===== src/rtl/rst_seq_pkg.sv =====
package rst_seq_pkg;
  typedef enum logic {
    ST_RUN  = 1'b0,
    ST_HOLD = 1'b1
  } seq_state_e;
endpackage


===== src/rtl/rst_hold_ctr.sv =====
module rst_hold_ctr
  import rst_seq_pkg::*;
#(
  parameter int unsigned HOLD_CYCLES = 50000
) (
  input  logic clk_i,
  input  logic rst_ni,
  input  logic pwr_good_i,
  input  logic clk_valid_i,
  input  logic warm_req_i,
  output logic in_rst_o,
  output logic release_o
);
  localparam int unsigned CNT_W = $clog2(HOLD_CYCLES + 1);
  localparam logic [CNT_W-1:0] LAST = CNT_W'(HOLD_CYCLES - 1);

  seq_state_e state_q;
  logic [CNT_W-1:0] cnt_q;
  logic qualify;

  // counting needs clean power, a stable clock and no pending warm request
  assign qualify   = pwr_good_i & clk_valid_i & ~warm_req_i;
  assign in_rst_o  = (state_q == ST_HOLD);
  assign release_o = in_rst_o & qualify & (cnt_q == LAST);

  always_ff @(posedge clk_i or negedge rst_ni) begin
    if (!rst_ni) begin
      state_q <= ST_HOLD;
      cnt_q   <= '0;
    end else begin
      unique case (state_q)
        ST_HOLD: begin
          if (!qualify) begin
            cnt_q <= '0;
          end else if (cnt_q == LAST) begin
            state_q <= ST_RUN;
            cnt_q   <= '0;
          end else begin
            cnt_q <= cnt_q + 1'b1;
          end
        end
        default: begin
          cnt_q <= '0;
          if (!pwr_good_i || warm_req_i) state_q <= ST_HOLD;
        end
      endcase
    end
  end
endmodule


===== src/rtl/cfg_latch.sv =====
module cfg_latch #(
  parameter int unsigned CFG_W   = 8,
  parameter logic [CFG_W-1:0] CFG_RST = '0
) (
  input  logic             clk_i,
  input  logic             rst_ni,
  input  logic             load_i,
  input  logic [CFG_W-1:0] d_i,
  output logic [CFG_W-1:0] q_o
);
  always_ff @(posedge clk_i or negedge rst_ni) begin
    if (!rst_ni)     q_o <= CFG_RST;
    else if (load_i) q_o <= d_i;
  end
endmodule


===== src/rtl/oe_gate.sv =====
module oe_gate #(
  parameter int unsigned OE_W = 4
) (
  input  logic            clk_i,
  input  logic            rst_ni,
  input  logic            in_rst_i,
  input  logic            tri_i,
  input  logic [OE_W-1:0] req_i,
  output logic [OE_W-1:0] oe_o
);
  logic kill;
  assign kill = in_rst_i | tri_i;

  for (genvar g = 0; g < OE_W; g++) begin : g_lane
    always_ff @(posedge clk_i or negedge rst_ni) begin
      if (!rst_ni) oe_o[g] <= 1'b0;
      else         oe_o[g] <= req_i[g] & ~kill;
    end
  end
endmodule


===== src/rtl/rst_seq_cfg.sv =====
module rst_seq_cfg #(
  parameter int unsigned HOLD_CYCLES = 50000,
  parameter int unsigned CFG_W       = 8,
  parameter int unsigned OE_W        = 4,
  parameter int unsigned TRI_BIT     = 0,
  parameter logic [CFG_W-1:0] CFG_RST = '0
) (
  input  logic             clk_i,
  input  logic             rst_ni,
  input  logic             pwr_good_i,
  input  logic             clk_valid_i,
  input  logic             warm_req_i,
  input  logic [CFG_W-1:0] cfg_pins_i,
  input  logic [OE_W-1:0]  oe_req_i,
  output logic             sys_rst_o,
  output logic [OE_W-1:0]  bus_oe_o,
  output logic [CFG_W-1:0] cfg_q_o,
  output logic             start_o
);
  logic in_rst, release_pulse, start_q;

  rst_hold_ctr #(.HOLD_CYCLES(HOLD_CYCLES)) u_ctr (
    .clk_i      (clk_i),
    .rst_ni     (rst_ni),
    .pwr_good_i (pwr_good_i),
    .clk_valid_i(clk_valid_i),
    .warm_req_i (warm_req_i),
    .in_rst_o   (in_rst),
    .release_o  (release_pulse)
  );

  cfg_latch #(.CFG_W(CFG_W), .CFG_RST(CFG_RST)) u_cfg (
    .clk_i (clk_i),
    .rst_ni(rst_ni),
    .load_i(release_pulse),
    .d_i   (cfg_pins_i),
    .q_o   (cfg_q_o)
  );

  oe_gate #(.OE_W(OE_W)) u_oe (
    .clk_i   (clk_i),
    .rst_ni  (rst_ni),
    .in_rst_i(in_rst),
    .tri_i   (cfg_q_o[TRI_BIT]),
    .req_i   (oe_req_i),
    .oe_o    (bus_oe_o)
  );

  // pulse decided from the pins being captured on the same edge
  always_ff @(posedge clk_i or negedge rst_ni) begin
    if (!rst_ni) start_q <= 1'b0;
    else         start_q <= release_pulse & ~cfg_pins_i[TRI_BIT];
  end

  assign sys_rst_o = in_rst;
  assign start_o   = start_q;
endmodule


===== config.mk =====
export PLATFORM = sky130hd
export DESIGN_NAME = rst_seq_cfg
export DESIGN_NICKNAME = d
export VERILOG_FILES = /design/src/rtl/rst_seq_pkg.sv /design/src/rtl/rst_hold_ctr.sv /design/src/rtl/cfg_latch.sv /design/src/rtl/oe_gate.sv /design/src/rtl/rst_seq_cfg.sv
export SDC_FILE = /design/constraint.sdc
export NUM_CORES = 1
export LEC_CHECK = 0
export ABC_AREA = 1
export CELL_PAD_IN_SITES_DETAIL_PLACEMENT = 1
export CELL_PAD_IN_SITES_GLOBAL_PLACEMENT = 1
export CORE_MARGIN = 2
export CORE_UTILIZATION = 25
export DETAILED_ROUTE_END_ITERATION = 10
export DONT_BUFFER_PORTS = 1
export GPL_TIMING_DRIVEN = 0
export PLACE_DENSITY_LB_ADDON = 0.1
export SLEW_MARGIN = 40
export SYNTH_ARGS = -nofsm -noshare
export SYNTH_HDL_FRONTEND = slang
export SYNTH_HIERARCHICAL = 1
export SYNTH_SLANG_ARGS = --single-unit

===== constraint.sdc =====
create_clock -name clk_i -period 3.8 [get_ports clk_i]
set_input_delay 0.57 -clock clk_i [delete_from_list [all_inputs] [get_ports clk_i]]
set_output_delay 0.57 -clock clk_i [all_outputs]
set_load 0.01 [all_outputs]

==> results of run 1 <==
[cell type report]
cell class              instances  area [sq um]  share of cell area
clock buffers                   7          86.3              0.0501
inverters                      27           101              0.0588
plain buffers                   1          11.3             0.00653
repair buffers                  1          20.0              0.0116
flip-flops and latches         30           752               0.436
multi-input cells             125           654               0.380
clock inverters                 1          5.00             0.00290
well taps                      75          93.8              0.0544
[report_power, final]
group          internal, uW  switching (uW)
logic                  4.56            11.8
registers               320           0.547
clock network           146             129
[cells by family (layout without fill, tap and decap cells)]
kind of cell,after synthesis,in the layout,synth area share
buffers and inverters,28,37,0.0741
XOR/XNOR,3,3,0.0173
AO/OA/AOI/OAI,7,7,0.0280
AND/OR/NAND/NOR,114,114,0.377
adder cells (fa/ha/maj),1,1,0.00824
flip-flops,30,30,0.495
[per-stage QoR]
stage	instances	cell area, sq um	hold slack, ns
2_1_floorplan	183	1520	0.274
3_3_place_gp	258	1610	0.276
3_5_place_dp	258	1610	0.276
4_1_cts	267	1720	0.109
5_1_grt	267	1720	0.107
6_report	267	1720	0.110
[sequential cells by signal, indices dropped and copies added (netlist names)]
name / cells
u_ctr/cnt_q: 16
u_cfg/q_o: 8
u_oe/oe_o: 4
start_o: 1
u_ctr/in_rst_o: 1
[worst paths after layout]
kind | start | endpoint | slack (ns) | cells after the start
worst min-delay path | rst_ni | u_ctr/cnt_q[9]$_DFF_PN0_ | 0.11 | 1
min in group clk_i | cfg_pins_i[0] | start_o$_DFF_PN0_ | 0.34 | 1
worst max-delay path | u_ctr/cnt_q[0]$_DFF_PN0_ | u_cfg/q_o[0]$_DFFE_PN0P_ | 2.04 | 11
max in group asynchronous | rst_ni | u_cfg/q_o[4]$_DFFE_PN0P_ | 3.52 | 1
worst min register to register | u_ctr/cnt_q[0]$_DFF_PN0_ | u_ctr/cnt_q[0]$_DFF_PN0_ | 0.49 | 1
worst max register to register | u_ctr/cnt_q[0]$_DFF_PN0_ | u_cfg/q_o[0]$_DFFE_PN0P_ | 2.04 | 11
[Yosys cell counts (2+ instances only)]
master	count	area share
inv_1	22	0.054
nand2_2	6	0.025
nand3_2	5	0.033
dfrtp_1	29	0.48
nor2_4	3	0.022
nor2_2	6	0.025
xor2_1	2	0.012
inv_2	5	0.012
nor2_1	31	0.077
nor3_2	4	0.026
nand2_1	41	0.10
nand3_1	15	0.049
a21oi_1	4	0.013
nand2_4	2	0.015
[what timing repair did]
item	in CTS	in global routing
hold buffers	1	0
hold endpoints to repair	29	0
setup buffers	0	0
[routing by layer]
metal | share of wire | GRT usage | wire [um] | vias up
met4 | 0.012 | 0.0500 | 44 | 0
met3 | 0.062 | 0.0429 | 231 | 5
met5 | 0 | 0 | 0 | -
li1 | - | - | - | 574
met2 | 0.45 | 0.207 | 1670 | 33
met1 | 0.48 | 0.163 | 1770 | 577
==> impl_metrics.yaml, run 1 <==
status:
  status: "finished, final reports clean"
detailed_routing:
  routed_wl_mm: 3.71
  final_antenna_net_count: 0
  vias: 1189
  drc: 0
  dr.pass1.iters: 4
  post_drt_wl_per_cell_um: 13.9
  drt_iter0_markers: 41
  vias_per_cell: 4.45
synthesis:
  syn_area_per_cell_sq_um: 8.30
  async_reset_ff_frac: 1.00
  synth_seq_cells: 30
  synth_edf_count: 0
  yosysWarningCount: 6
  synth_area_sq_um: 1520
  synth_ff_type: "dfrtp_1"
  ys_types: 22
  synth_fp_nets: 201
  syn-instance-count: 183
  synth_seq_area_share: 0.495
final_layout:
  drive_above_1_share: 0.219
  area_delta_synth_final_pct: 13.5
  utilization: 0.293
  insertedDiodeCount: 0
  fillers: 720
  layout_common_cells: "41 x nand2_1, 31 x nor2_1, 29 x dfrtp_1, 22 x inv_1, 15 x nand3_1"
  layout_commonest_cell: "nand2_1"
  layout.nets: 209
cts:
  path_clk_slew_ns: 0.07
  cts_made_buffers: 5
  tritoncts: "yes"
  clock_latency_ns: 0.28
  root_buffer: "clkbuf_8"
  cts.sinks: 30
  h-tree-depth: 2
  cts_resized: 0
  cts_buffer_depth: 2
setup_path:
  crit_buf_inv: 3
  crit_fanout: 10
  crit_family: "simple AND/OR/NAND/NOR gates"
  cp-end-kind: "register"
  startpoint_type: "register"
  path_cells: "ha_1 -> nand2_2 -> inv_2 -> nand2_2 -> nor2_4 -> nand2_4 -> nor2_1 -> buf_6 -> inv_2 -> nand2_1 -> nand2_1"
  arrival_ns: 1.93
  crit_path_max_incr_delay_ns: 0.39
  critPathKind: "reg -> reg"
  required_ns: 3.97
  critPathSlowestCell: "dfrtp_1"
timing:
  hold_violations: 0
  skew_ns: 0.00656
  setup_violations: 0
  slew_violations: 0
  rsz0062_at_grt: "no"
  fin_crit_ns: 1.76
  slew-limit-headroom: 0.837
  setup_slack_ns: 2.04
  fmax_ghz: 0.567
  finalSetupTns_ns: 0
  fin_crit_sh: 0.464
  tightest_slew_ns: 0.244
die:
  core_sq_um: 5890
  ioPinCount: 31
  dieHeight_um: 81.9
  initial_core_util: 0.258
  die-area_sq_um: 6710
  die_width_um: 81.9
  rows: 28
grt:
  grt_overflow_total: 0
  grt_max_degree: 30
  grt_pass1_vias: 1309
  gr-usage-all-layers: 0.130
  antenna_found_initial: 0
  grt_pass1_wl_mm: 6.47
power_and_ir_drop:
  pwr_density_cell_nw_per_um2: 355
  p_leak_uw: 0.000806
  finalPower_uw: 612
  max-vdd-ir-drop_v: 0.000124
placement:
  place_congestion: 0.674
  dpl.hpwl_mm: 2.56
  place_ws_ns: 2.03
  place.port_buffers: 0
run:
  cap_violations: 0
worst_hold_path:
  hold_path_class: "in -> async"
(Power assumes the default switching activity.)
==> run 2: changes to the inputs <==
--- a/config.mk
+++ b/config.mk
@@ -5,7 +5,7 @@
 export SDC_FILE = /design/constraint.sdc
 export NUM_CORES = 1
 export LEC_CHECK = 0
-export ABC_AREA = 1
+export ABC_AREA = 0
 export CELL_PAD_IN_SITES_DETAIL_PLACEMENT = 1
 export CELL_PAD_IN_SITES_GLOBAL_PLACEMENT = 1
 export CORE_MARGIN = 2
==> constraint.sdc (replaced) <==
create_clock -name clk_i -period 1.45 [get_ports clk_i]
set_input_delay 0.2175 -clock clk_i [delete_from_list [all_inputs] [get_ports clk_i]]
set_output_delay 0.2175 -clock clk_i [all_outputs]
set_load 0.01 [all_outputs]
==> run 2 against run 1 <==
The flow now finishes with violations (setup timing). Register-to-register slack got worse by 2.8 ns. First-iteration DRC count grew 7.3%. Utilization increased by 4.5 points. Clock power rose to 3.9 times the previous value. Area after synthesis shrank 11%. Worst setup slack got worse by 2.8 ns. Critical endpoint is now u_cfg/q_o[4]$_DFFE_PN0P_.
==> impl_metrics.yaml, run 2 <==
cts:
  cts_made_buffers: 5
  clock_latency_ns: 0.29
  cts_buffer_depth: 2
  tritoncts: "yes"
  root_buffer: "clkbuf_8"
  h-tree-depth: 2
  path_clk_slew_ns: 0.07
  cts.sinks: 30
synthesis:
  ys_types: 24
  synth_seq_cells: 30
  yosysMostFrequentCell: "dfrtp_1"
  synth_ff_type: "dfrtp_1"
  synth_area_leaders: "dfrtp_1 53%, mux2_4 8.8%, xnor2_1 8.4%"
  syn-instance-count: 111
  async_reset_ff_frac: 1.00
  synth_commonest_cells: "29 x dfrtp_1, 18 x nor2_1, 13 x xnor2_1, 8 x mux2_4"
  synth_edf_count: 0
  synth_area_sq_um: 1360
  yosysTopAreaCell: "dfrtp_1"
  yosysTopAreaCellShare: 0.534
  yosysWarningCount: 6
  synth_fp_nets: 129
  syn_area_per_cell_sq_um: 12.2
  synth_seq_area_share: 0.553
grt:
  grt_pass1_wl_mm: 5.11
  antenna_found_initial: 0
  grt_max_degree: 31
  grt_pass1_vias: 981
  grt_overflow_total: 0
  gr-usage-all-layers: 0.111
timing:
  fin_hold_ws_ns: 0.0675
  slew_violations: 0
  setup_violations: 25
  finalSetupTns_ns: -16.17
  rsz0062_at_grt: "yes"
  skew_ns: 0.00592
  tightest_slew_ns: 0.329
  fin_crit_ns: 2.19
  slew-limit-headroom: 0.778
  hold_violations: 0
  fin_crit_sh: 1.51
  fmax_ghz: 0.457
  setup_slack_ns: -0.736
setup_path:
  crit_fanout: 8
  critPathKind: "reg -> reg"
  crit_path_max_incr_delay_ns: 0.58
  required_ns: 1.62
  startpoint_type: "register"
  cp-end-kind: "register"
  arrival_ns: 2.36
  path_cells: "or4b_1 -> or4_4 -> nor2_4 -> buf_8 -> mux2_4"
  critPathSlowestCell: "or4_4"
detailed_routing:
  routed_wl_mm: 3.06
  vias: 905
  dr.pass1.iters: 4
  drc: 0
  post_drt_wl_per_cell_um: 15.2
  final_antenna_net_count: 0
  drt_iter0_markers: 44
  vias_per_cell: 4.50
power_and_ir_drop:
  max-vdd-ir-drop_v: 0.000290
  swShare: 0.191
  power.switching_uw: 379
  pwr-share-seq: 0.424
  p_int_uw: 1600
  pwr_density_cell_nw_per_um2: 1130
  p_leak_uw: 0.000709
  pwr-share-clk: 0.545
  pwr-share-comb: 0.031
status:
  status: "finished with violations"
  violations: "setup timing"
final_layout:
  layout_commonest_cell: "dfrtp_1"
  layout_common_cells: "29 x dfrtp_1, 17 x nor2_1, 13 x xnor2_1, 8 x mux2_4, 7 x buf_4"
  registers.top_by_ff_count: "u_ctr/cnt_q"
  area_delta_synth_final_pct: 28.8
  largest_register_ffs: 16
  layout.nets: 148
  insertedDiodeCount: 0
  drive_above_1_share: 0.282
  top_regs: "u_ctr/cnt_q: 16 flops, u_cfg/q_o: 8 flops, u_oe/oe_o: 4 flops"
placement:
  place_ws_ns: -0.838
  place_congestion: 0.720
  dpl.hpwl_mm: 1.92
  place.port_buffers: 0
run:
  cap_violations: 0
worst_hold_path:
  hold_path_class: "in -> reg"
die:
  die_width_um: 77.7
  ioPinCount: 31
  initial_core_util: 0.263
  die-area_sq_um: 6040
  dieHeight_um: 77.7
  rows: 26
  core_sq_um: 5170
[run 2: area by class of cell]
cell class	count	area [sq um]
fill	560	3420
sequential	30	752
multi-input combinational	76	577
timing repair buffer	12	145
tap	70	87.6
clock buffer	6	82.6
clock inverter	2	60.1
buffer	2	35.0
inverter	3	11.3
[run 2: worst paths after layout]
check	end	slack, ns	start	cells after the start
max	u_cfg/q_o[4]$_DFFE_PN0P_	-0.74	u_ctr/cnt_q[5]$_DFF_PN0_	5
min	u_ctr/in_rst_o$_DFF_PN1_	0.07	warm_req_i	2
max reg2reg	u_cfg/q_o[4]$_DFFE_PN0P_	-0.74	u_ctr/cnt_q[5]$_DFF_PN0_	5
min reg2reg	u_ctr/cnt_q[0]$_DFF_PN0_	0.48	u_ctr/cnt_q[0]$_DFF_PN0_	1
max in group asynchronous	u_ctr/in_rst_o$_DFF_PN1_	0.85	rst_ni	2
min in group asynchronous	u_cfg/q_o[0]$_DFFE_PN0P_	0.36	rst_ni	2
[run 2: per-stage QoR]
step           instance area [sq um]   util  total power (uW)  cells
2_1_floorplan                   1370      -               873    111
3_3_place_gp                    1450  0.281               877    181
3_5_place_dp                    1450  0.281               877    181
4_1_cts                         1740  0.336              2020    199
5_1_grt                         1750  0.338              2050    201
6_report                        1750  0.338              1980    201
[run 2: what timing repair did]
item / 4_1_cts / 5_1_grt
endpoints found under the setup margin: 25 / 25
resized for setup: 2 / 0
buffers inserted: 6 / 2
cloned: 1 / 0
pin swaps: 3 / 1
hold buffers: 3 / 0
hold endpoints to repair: 31 / 0
[run 2: cells by family after synthesis]
family,after synthesis,synth area share
buf+inv,5,0.0313
simple gates,53,0.227
xor+xnor,14,0.0902
mux,8,0.0884
fa+ha+maj,1,0.00921
flops,30,0.553
[run 2: layer usage]
metal | track usage | routed length, um | share of wire | up-vias
met2 | 0.186 | 1550 | 0.51 | 26
met5 | 0 | 0 | 0 | -
met1 | 0.128 | 1290 | 0.42 | 458
li1 | - | - | - | 416
met3 | 0.0372 | 171 | 0.056 | 5
met4 | 0.0518 | 48 | 0.016 | 0
[run 2: power by group through the flow]
stage	Sequential, uW	Combinational, uW	Clock [uW]
floorplan	855	17.1	0
global placement	856	21.1	0
detailed placement	856	21.1	0
CTS	839	65.5	1120
global route	839	68.5	1150
finish	840	61.7	1080
[run 2: worst max-delay path, delay by kind of cell (launching register included)]
kind | cells | cell delay, ns
mux | 1 | 0.31
simple gates | 3 | 1.22
buf+inv | 1 | 0.16
flops | 1 | 0.39
==> run 3: changes to the inputs <==
--- a/config.mk
+++ b/config.mk
@@ -8,8 +8,9 @@
 export ABC_AREA = 0
 export CELL_PAD_IN_SITES_DETAIL_PLACEMENT = 1
 export CELL_PAD_IN_SITES_GLOBAL_PLACEMENT = 1
-export CORE_MARGIN = 2
+export CORE_MARGIN = 4
 export CORE_UTILIZATION = 25
+export CTS_BUF_LIST = sky130_fd_sc_hd__clkbuf_4
 export DETAILED_ROUTE_END_ITERATION = 10
 export DONT_BUFFER_PORTS = 1
 export GPL_TIMING_DRIVEN = 0
==> run 3 against run 2 <==
The run still ends with setup timing left. Register-to-register slack better by 0.02 ns. Die area grew 11%. Clock skew grew 0.0027 ns. Non-clock buffer count increased by 4. Total power fell by 21%. Sequential power about the same. Wire length decreased by 3.2%. Clock power decreased by 38%. Flip-flop and latch count unchanged. Sequential share of layout area increased by 0.72 points. Largest cell class unchanged. Largest power group is now registers.
==> impl_metrics.yaml, run 3 (synthesis results as in run 2) <==
cts:
  h-tree-depth: 2
  cts_buffer_depth: 2
  root_buffer: "clkbuf_4"
  cts.sinks: 30
  path_clk_slew_ns: 0.10
  clock_latency_ns: 0.32
  tritoncts: "yes"
  cts_made_buffers: 5
power_and_ir_drop:
  swShare: 0.207
  pwr_density_cell_nw_per_um2: 913
  pwr-share-comb: 0.040
  pwr-share-seq: 0.534
  p_int_uw: 1250
  power.switching_uw: 325
  p_leak_uw: 0.000690
  max-vdd-ir-drop_v: 0.000324
  pwr-share-clk: 0.426
timing:
  fin_crit_sh: 1.49
  slew-limit-headroom: 0.775
  skew_ns: 0.00865
  hold_violations: 0
  fmax_ghz: 0.463
  slew_violations: 0
  rsz0062_at_grt: "yes"
  tightest_slew_ns: 0.334
  setup_slack_ns: -0.711
  setup_violations: 25
  fin_crit_ns: 2.16
die:
  ioPinCount: 31
  die_width_um: 81.7
  die-area_sq_um: 6680
  dieHeight_um: 81.7
  initial_core_util: 0.263
  core_sq_um: 5170
  rows: 26
final_layout:
  top_regs: "u_ctr/cnt_q: 16 flops, u_cfg/q_o: 8 flops, u_oe/oe_o: 4 flops"
  registers.top_by_ff_count: "u_ctr/cnt_q"
  layout.nets: 152
  largest_register_ffs: 16
  layoutNonFillerInstCount: 205
  finalInstanceArea_sq_um: 1720
  area_delta_synth_final_pct: 26.7
  insertedDiodeCount: 0
  fillers: 565
  layout_common_cells: "29 x dfrtp_1, 17 x nor2_1, 13 x xnor2_1, 8 x mux2_4"
  drive_above_1_share: 0.289
  layout_commonest_cell: "dfrtp_1"
  utilization: 0.333
setup_path:
  crit_path_max_incr_delay_ns: 0.58
  reg2reg_slack_ns: -0.71
  reg2reg_depth: 7
  critPathKind: "reg -> reg"
  crit_family: "simple AND/OR/NAND/NOR gates"
  critPathSlowestCell: "or4_4"
  r2r-end: "u_ctr/cnt_q[14]$_DFF_PN0_"
  crit_fanout: 6
  crit_buf_inv: 3
  worstReg2RegStart: "u_ctr/cnt_q[13]$_DFF_PN0_"
  path_cells: "or4bb_1 -> or4_4 -> buf_4 -> buf_6 -> nand2b_4 -> clkbuf_16 -> nor2_1"
  cp-end-kind: "register"
  arrival_ns: 2.38
  startpoint_type: "register"
  required_ns: 1.66
  startpoint: "u_ctr/cnt_q[13]$_DFF_PN0_"
worst_hold_path:
  min-delay-start: "cfg_pins_i[0]"
  hold_depth: 1
  hold_end: "u_cfg/q_o[0]$_DFFE_PN0P_"
  hold_path_class: "in -> reg"
detailed_routing:
  dr.max_layer_used: "met4"
  vias_per_cell: 4.35
  drt_iter0_markers: 28
  drc: 0
  routed_wl_mm: 2.96
  routed-wl-met2_mm: 1.43
  vias: 891
  final_antenna_net_count: 0
  routed-wl-met3_um: 152
  post_drt_wl_per_cell_um: 14.4
  dr.pass1.iters: 2
  drt-met1-wl_mm: 1.34
grt:
  grt_pass1_wl_mm: 4.83
  antenna_found_initial: 0
  grt_max_degree: 31
  grt_overflow_total: 0
  gr-usage-all-layers: 0.0980
  grt_pass1_vias: 961
run:
  cap_violations: 0
placement:
  placed_cells: 181
  dpl.hpwl_mm: 2.00
  place.port_buffers: 0
  place_congestion: 0.684
  dpl_cell_area_sq_um: 1450
status:
  status: "finished with violations"
  violations: "setup timing"
[run 3: cell types whose count changed in the layout (fill, tap and decap cells not counted)]
cell	delta
buf_12	-1
clkbuf_16	+1
dlygate4sd3_1	+1
bufinv_16	-1
buf_6	+6
clkbuf_8	-6
bufbuf_16	-1
buf_4	-2
clkbuf_4	+6
clkinv_1	+1
[run 3: area by class of cell]
type                            count  area, sq um  share of cell area
Sequential cell                    30          752               0.437
Inverter                            3         11.3             0.00654
Clock inverter                      2         33.8              0.0196
Multi-Input combinational cell     76          577               0.335
Buffer                              2         35.0              0.0203
Clock buffer                        6         45.0              0.0262
Tap cell                           70         87.6              0.0509
Timing Repair Buffer               16          180               0.105
[run 3: per-layer routing]
layer,GRT usage,vias up
met5,0,-
met3,0.0362,6
met4,0.0399,0
li1,-,426
met1,0.119,441
met2,0.157,18
[run 3: through the flow]
step	power (uW)	worst slack (ns)	TNS, ns	hold WS, ns
finish	1570	-0.711	-16.63	0.0316
global route	1650	-0.775	-18.38	0.00203
CTS	1590	-0.725	-14.90	0.00766
detailed placement	877	-0.821	-14.59	-0.0770
global placement	877	-0.813	-14.43	-0.0772
floorplan	873	-0.694	-11.51	-0.0781
[run 3: how the worst max path moves through the flow]
stage | end | slack, ns | depth (start not counted)
finish | u_ctr/cnt_q[14]$_DFF_PN0_ | -0.71 | 7
floorplan | u_cfg/q_o[0]$_DFFE_PN0P_ | -0.69 | 5
global route | u_ctr/cnt_q[14]$_DFF_PN0_ | -0.77 | 7
global placement | u_cfg/q_o[5]$_DFFE_PN0P_ | -0.81 | 6
detailed placement | u_cfg/q_o[4]$_DFFE_PN0P_ | -0.82 | 6
CTS | u_cfg/q_o[2]$_DFFE_PN0P_ | -0.72 | 5
[run 3: what timing repair did]
item | CTS | global route
buffers inserted | 5 | 8
endpoints found under the hold margin | 31 | 1
hold buffers | 3 | 1
pin swaps | 1 | 0
endpoints found under the setup margin | 25 | 25
gates cloned | 0 | 1
gates resized for setup | 3 | 6
[run 3: power groups by stage]
stage,clock network (uW),registers (uW),logic (uW)
detailed placement,0,856,21.5
global placement,0,856,21.0
global route,740,840,71.1
floorplan,0,855,17.1
finish,669,839,63.5
CTS,698,839,51.0
